**src/rtl/rtc_pkg.sv**
```systemverilog
package rtc_pkg;
  typedef enum logic [1:0] {
    RA_RATE = 2'd0,
    RA_CTRL = 2'd1,
    RA_FLAG = 2'd2,
    RA_NONE = 2'd3
  } rtc_addr_e;

  localparam int CTRL_PIE_BIT  = 6;
  localparam int CTRL_SQWE_BIT = 3;

  localparam logic [7:0] RATE_RST = 8'h26;
  localparam logic [7:0] CTRL_RST = 8'h02;
endpackage

```
**src/rtl/rtc_rate_decode.sv**
```systemverilog
module rtc_rate_decode #(
  parameter int RATE_W      = 4,
  parameter int REMAP_LIMIT = 2,
  parameter int REMAP_ADD   = 7,
  localparam int CNT_W      = (1 << RATE_W) - 1
) (
  input  logic [RATE_W-1:0] code_i,
  output logic              active_o,
  output logic [CNT_W-1:0]  terminal_o
);
  logic [RATE_W-1:0] eff_code;

  always_comb begin
    eff_code = code_i;
    if (code_i != '0 && code_i <= RATE_W'(REMAP_LIMIT))
      eff_code = code_i + RATE_W'(REMAP_ADD);
  end

  assign active_o = (code_i != '0);

  // period 2^(n-1) -> count 0 .. 2^(n-1)-1
  always_comb begin
    terminal_o = '0;
    if (eff_code != '0)
      terminal_o = (CNT_W'(1) << (eff_code - RATE_W'(1))) - CNT_W'(1);
  end
endmodule

```
**src/rtl/rtc_divider.sv**
```systemverilog
module rtc_divider #(
  parameter int CNT_W = 15
) (
  input  logic             clk,
  input  logic             rst,
  input  logic             run_i,
  input  logic             restart_i,
  input  logic [CNT_W-1:0] terminal_i,
  output logic             tick_o
);
  logic [CNT_W-1:0] cnt_q;

  assign tick_o = run_i && !restart_i && (cnt_q == terminal_i);

  always_ff @(posedge clk) begin
    if (rst || restart_i || !run_i) cnt_q <= '0;
    else if (tick_o)                cnt_q <= '0;
    else                            cnt_q <= cnt_q + CNT_W'(1);
  end

  AST_IDLE_HOLD: assert property (@(posedge clk) disable iff (rst)
    !run_i |=> (cnt_q == '0));

  AST_RESTART_ZERO: assert property (@(posedge clk) disable iff (rst)
    restart_i |=> (cnt_q == '0));
endmodule

```
**src/rtl/rtc_flag_reg.sv**
```systemverilog
module rtc_flag_reg (
  input  logic       clk,
  input  logic       rst,
  input  logic       set_i,
  input  logic       clr_i,
  output logic [1:0] flags_o,
  output logic       irq_o
);
  logic [1:0] flags_q;

  always_ff @(posedge clk) begin
    if (rst)        flags_q <= 2'b00;
    else if (set_i) flags_q <= 2'b11;
    else if (clr_i) flags_q <= 2'b00;
  end

  assign flags_o = flags_q;
  assign irq_o   = flags_q[1];

  AST_SET_RAISES: assert property (@(posedge clk) disable iff (rst)
    set_i |=> irq_o);

  AST_IRQ_HOLD: assert property (@(posedge clk) disable iff (rst)
    (irq_o && !clr_i) |=> irq_o);

  AST_CLR_DROPS: assert property (@(posedge clk) disable iff (rst)
    (clr_i && !set_i) |=> !irq_o);
endmodule

```
**src/rtl/rtc_periodic_gen.sv**
```systemverilog
module rtc_periodic_gen #(
  parameter int DATA_W      = 8,
  parameter int RATE_W      = 4,
  parameter int REMAP_LIMIT = 2,
  parameter int REMAP_ADD   = 7
) (
  input  logic              clk,
  input  logic              rst,
  input  logic              wr_en_i,
  input  logic              rd_en_i,
  input  logic [1:0]        addr_i,
  input  logic [DATA_W-1:0] wdata_i,
  output logic [DATA_W-1:0] rdata_o,
  output logic              irq_o,
  output logic              sqw_o
);
  import rtc_pkg::*;

  localparam int CNT_W = (1 << RATE_W) - 1;

  logic [DATA_W-1:0] rate_q, ctrl_q, rdata_q;
  logic              sqw_q;
  logic              restart, rate_active, run, tick, pie, sqwe;
  logic              flag_set, flag_clr, irq_int;
  logic [CNT_W-1:0]  terminal;
  logic [1:0]        flags;

  assign pie     = ctrl_q[CTRL_PIE_BIT];
  assign sqwe    = ctrl_q[CTRL_SQWE_BIT];
  assign restart = wr_en_i && (addr_i == RA_RATE || addr_i == RA_CTRL);

  // register writes (flag register is read-only)
  always_ff @(posedge clk) begin
    if (rst) begin
      rate_q <= DATA_W'(RATE_RST);
      ctrl_q <= DATA_W'(CTRL_RST);
    end else if (wr_en_i) begin
      if (addr_i == RA_RATE) rate_q <= wdata_i;
      if (addr_i == RA_CTRL) ctrl_q <= wdata_i;
    end
  end

  rtc_rate_decode #(
    .RATE_W(RATE_W), .REMAP_LIMIT(REMAP_LIMIT), .REMAP_ADD(REMAP_ADD)
  ) u_decode (
    .code_i(rate_q[RATE_W-1:0]),
    .active_o(rate_active),
    .terminal_o(terminal)
  );

  assign run = rate_active && (pie || sqwe);

  rtc_divider #(.CNT_W(CNT_W)) u_div (
    .clk(clk), .rst(rst), .run_i(run), .restart_i(restart),
    .terminal_i(terminal), .tick_o(tick)
  );

  assign flag_set = tick && pie;
  assign flag_clr = rd_en_i && (addr_i == RA_FLAG);

  rtc_flag_reg u_flags (
    .clk(clk), .rst(rst), .set_i(flag_set), .clr_i(flag_clr),
    .flags_o(flags), .irq_o(irq_int)
  );

  always_ff @(posedge clk) begin
    if (rst) sqw_q <= 1'b0;
    else     sqw_q <= tick && sqwe;
  end

  always_ff @(posedge clk) begin
    if (rst) rdata_q <= '0;
    else if (rd_en_i) begin
      case (addr_i)
        RA_RATE: rdata_q <= rate_q;
        RA_CTRL: rdata_q <= ctrl_q;
        RA_FLAG: rdata_q <= {flags, {(DATA_W-2){1'b0}}};
        default: rdata_q <= '0;
      endcase
    end
  end

  assign rdata_o = rdata_q;
  assign irq_o   = irq_int;
  assign sqw_o   = sqw_q;

  AST_SQW_SINGLE: assert property (@(posedge clk) disable iff (rst)
    sqw_o |=> !sqw_o);

  AST_SQW_GATED: assert property (@(posedge clk) disable iff (rst)
    !sqwe |=> !sqw_o);

  AST_CODE0_SILENT: assert property (@(posedge clk) disable iff (rst)
    (rate_q[RATE_W-1:0] == '0) |=> !sqw_o);

  AST_FLAG_WR_IGNORED: assert property (@(posedge clk) disable iff (rst)
    (wr_en_i && addr_i == RA_FLAG && !rd_en_i && !pie) |=> $stable(irq_o));
endmodule

```
**config.mk**
```make
export PLATFORM = sky130hd
export DESIGN_NAME = rtc_periodic_gen
export DESIGN_NICKNAME = d
export VERILOG_FILES = /design/src/rtl/rtc_pkg.sv /design/src/rtl/rtc_rate_decode.sv /design/src/rtl/rtc_divider.sv /design/src/rtl/rtc_flag_reg.sv /design/src/rtl/rtc_periodic_gen.sv
export SDC_FILE = /design/constraint.sdc
export NUM_CORES = 1
export LEC_CHECK = 0
export BUFFER_PORTS_ARGS = -buffer_cell sky130_fd_sc_hd__buf_2
export CORE_ASPECT_RATIO = 0.75
export CORE_MARGIN = 4
export CORE_UTILIZATION = 60
export DETAILED_ROUTE_END_ITERATION = 8
export GPL_TIMING_DRIVEN = 0
export PLACE_DENSITY = 0.85
export SETUP_SLACK_MARGIN = 0.02
export SLEW_MARGIN = 5
export SYNTH_ARGS = -nofsm -noshare
export SYNTH_HDL_FRONTEND = slang
export SYNTH_SLANG_ARGS = --single-unit
export TNS_END_PERCENT = 100
```
**constraint.sdc**
```tcl
create_clock -name clk -period 8.45 [get_ports clk]
set_input_delay 0.845 -clock clk [delete_from_list [all_inputs] [get_ports clk]]
set_output_delay 0.845 -clock clk [all_outputs]
set_load 0.01 [all_outputs]
```
==> results by group <==
Outcome
  – Status: finished, final reports clean

Final layout
  – # diodes: 0
  – Post-Route Utilization: 69.3%
  – Final Cell Area: 3110 µm²
  – Nets: 405
  – Post-Layout Cell Count: 445
  – Fillers: 368
  – Synthesis-to-finish area growth: 11.3%
  – Share of layout cells above drive strength 1: 17.3%

Clock tree
  – Clock Path Buffers: 2
  – Clk sinks: 41
  – H-tree depth: 2
  – Clock Latency Late Sink: 0.31 ns
  – Clk slew on worst S/H paths: 0.08 ns
  – Post_cts resized: 0
  – Hold_buf cts: 0
  – CTS Buf Count: 5
  – Clock tree from TritonCTS: yes
  – Clock Tree Root: clkbuf_8
  – Post-CTS Setup Repair Bufs: 0

Synth
  – Post-synth EDFFs: 0
  – Cell variety after synth: 65
  – Async S/R FF share, synth: 0%
  – Mapped Cells: 358
  – Mapped cell area: 2800 µm²
  – Syn nets: 376
  – Sequential fraction of the synthesis area: 29.3%
  – Post-synth top flop: dfxtp_1
  – YS warnings: 0
  – Seq cells post-synth: 41
  – Syn Area/Cell: 7.82 µm²

Timing
  – Slew @ Worst Pin: 0.732 ns
  – Max transition margin: 51.0%
  – Setup-failing EPs final: 0
  – Max Slew Vio Count: 0
  – Fin crit share: 73.7%
  – RSZ-0062 raised after global routing: no
  – Final min period: 6.23 ns
  – Final hold violations: 0
  – Fmax: 161 MHz
  – Skew final: 0.00988 ns
  – Setup TNS: 0 ns

Detailed routing
  – Via count: 2,859
  – Initial DRC count: 309
  – Pre-antenna DRT Iters: 5
  – Vias/cell: 6.42
  – Detail Route Antenna Nets: 0
  – Drt drc: 0
  – WL per Instance: 17.8 µm
  – DRT Wirelength: 7940 µm

Critical path
  – Largest delay contributor family on the critical path: simple AND/OR/NAND/NOR gates
  – Worst Path Max Fanout: 10
  – Worst setup EP type: flop
  – Buf/Inv on CP: 6
  – Critical path's slowest cell: a2111oi_0
  – Element type at the critical path start: flop
  – Worst EP arrival: 6.42 ns
  – Crit path kind: reg -> reg
  – Worst path max stage delay: 0.63 ns
  – Crit-path cells: clkbuf_1 > clkbuf_1 > inv_1 > ha_1 > buf_4 > or3b_2 > a2111oi_0 > inv_1 > ha_1 > and2_1 > a2111oi_0 > nand4_1 > or4b_1 > or4_4 > a2111oi_4 > a31o_2 > buf_8 > nor2_1
  – CP required: 8.65 ns

GRT
  – Congestion Overflow GR: 0
  – Largest net degree at the start of global routing: 14
  – Antenna violations before repair: 0
  – Vias in the first global route: 2,546
  – First-pass GRT wire length: 12,500 µm
  – Total track usage: 27.4%

Hold path
  – Min-delay worst type: reg -> reg

Power and ir drop
  – Maximum VDD drop: 0.0908 mV
  – PD cells: 151 nW/µm²
  – Pleak: 1.12 nW

Flow run
  – MaxCap Viol Count: 0

Floorplanning
  – Area of the core: 4490 µm²
  – Ports: 24
  – Chip Width: 86.9 µm
  – DIE AREA: 5830 µm²
  – Cell row count: 21
  – Starting Density: 62.3%
  – Die height: 67.2 µm

Place
  – Dpl cells: 437
  – Final HPWL from detailed placement: 5690 µm
  – RD Place Congestion: 0.966
  – Area after DPL: 2980 µm²
  – Port Buffers: 22
logic make-up (layout without fill, tap and decap cells):
logic type                 count (synthesis)  in the layout  share of synthesized area (%)
DFF                                       41             41                           29.3
xor gates and xnor gates                  16             16                           5.01
adders and majority gates                  4              4                           1.79
and+or+nand+nor                          161            161                           29.5
buffers and inverters                     41             71                           7.20
AOI/OAI and AO/OA                         81             81                           21.9
muxes                                     14             14                           5.27
Yosys cell counts (2+ instances only):
cell type | n | area [µm²]
inv_1 | 13 | 48.8
o22ai_1 | 2 | 12.5
nand4b_1 | 2 | 17.5
o311ai_0 | 3 | 26.3
nand4_1 | 10 | 62.6
nand2b_1 | 2 | 12.5
nor2_1 | 44 | 165
buf_2 | 4 | 20.0
o21ai_0 | 11 | 55.1
a211o_1 | 6 | 52.6
a22oi_1 | 2 | 15.0
o21ai_1 | 2 | 10.0
o31ai_1 | 2 | 15.0
mux2i_1 | 8 | 80.1
ha_1 | 4 | 50.1
and3_1 | 2 | 12.5
or4_1 | 3 | 22.5
or3_1 | 3 | 18.8
nor3_1 | 10 | 50.1
nand2_1 | 26 | 97.6
xnor2_1 | 12 | 105
mux2_2 | 6 | 67.6
a2111oi_0 | 3 | 26.3
dfxtp_1 | 41 | 821
a21oi_1 | 21 | 105
nor2b_1 | 15 | 93.8
buf_4 | 6 | 45.0
a2111oi_4 | 2 | 55.1
or4b_2 | 2 | 20.0
nor3b_1 | 2 | 15.0
nor2_2 | 7 | 43.8
xor2_1 | 4 | 35.0
a21boi_0 | 3 | 22.5
buf_1 | 2 | 7.51
a2bb2oi_1 | 2 | 17.5
nand3_1 | 26 | 130
or4b_1 | 2 | 20.0
a211oi_1 | 4 | 30.0
clkbuf_1 | 13 | 48.8
sequential cells by signal (all words and copies together) (netlist names):
register and cells:
ctrl_q 8, rdata_o 8, sqw_o 1, u_div.cnt_q 15
rate_q 8, u_flags.flags_o 1
power breakdown:
group          total (mW)  switching (mW)  internal (mW)
clock               0.190          0.0726          0.117
combinational      0.0797          0.0494         0.0304
sequential          0.200         0.00257          0.197
total               0.470           0.125          0.345
final timing paths:
kind,startpoint,to,slack (ns),cells past startpoint
setup / recovery,rate_q[0],u_div.cnt_q[0],2.22,18
hold / removal,ctrl_q[2],ctrl_q[2],0.46,2
setup reg to reg,rate_q[0],u_div.cnt_q[0],2.22,18
hold reg to reg,ctrl_q[2],ctrl_q[2],0.46,2
worst min-delay path: stages (launching register included):
cell     delay [ns]
dfxtp_1        0.32
nand2_1        0.05
a21oi_1        0.05
per-layer routing:
metal,routed length (µm),vias to the layer above,GRT usage [%]
li1,-,1350,-
met1,3780,1325,41.4
met2,3300,167,39.1
met3,738,17,5.12
met4,133,0,8.56
met5,0,-,0
metrics by stage:
step | power [mW] | setup WS (ns) | hold WS, ns
floorplan | 0.259 | 3.41 | 0.433
global placement | 0.278 | 2.58 | 0.441
detailed placement | 0.280 | 2.44 | 0.449
CTS | 0.467 | 2.42 | 0.461
global route | 0.483 | 1.98 | 0.476
finish | 0.470 | 2.22 | 0.463
final cells by class:
type / instances / area, µm² / share of cell area (%)
clock buffers: 5 / 68.8 / 2.21
well taps: 57 / 71.3 / 2.29
repair buffers: 22 / 110 / 3.54
flip-flops and latches: 41 / 821 / 26.4
plain buffers: 28 / 153 / 4.90
clock inverters: 3 / 65.1 / 2.09
multi-input cells: 276 / 1780 / 57.1
inverters: 13 / 48.8 / 1.57
placed cells by master, fill, tap and decap left out, types with 3 or more instances in the layout:
cell | Yosys | final
mux2_2 | 6 | 6
a211o_1 | 6 | 6
nor2_2 | 7 | 7
a21boi_0 | 3 | 3
o311ai_0 | 3 | 3
clkbuf_8 | 0 | 5
or4_1 | 3 | 3
nor2_1 | 44 | 44
clkbuf_1 | 13 | 13
nor2b_1 | 15 | 15
xor2_1 | 4 | 4
dfxtp_1 | 41 | 41
a21oi_1 | 21 | 21
buf_2 | 4 | 26
buf_4 | 6 | 6
o21ai_0 | 11 | 11
ha_1 | 4 | 4
mux2i_1 | 8 | 8
a2111oi_0 | 3 | 3
nand3_1 | 26 | 26
xnor2_1 | 12 | 12
nand4_1 | 10 | 10
inv_1 | 13 | 13
or3_1 | 3 | 3
nand2_1 | 26 | 26
a211oi_1 | 4 | 4
nor3_1 | 10 | 10
No activity file was read; power rests on OpenSTA's default activity.
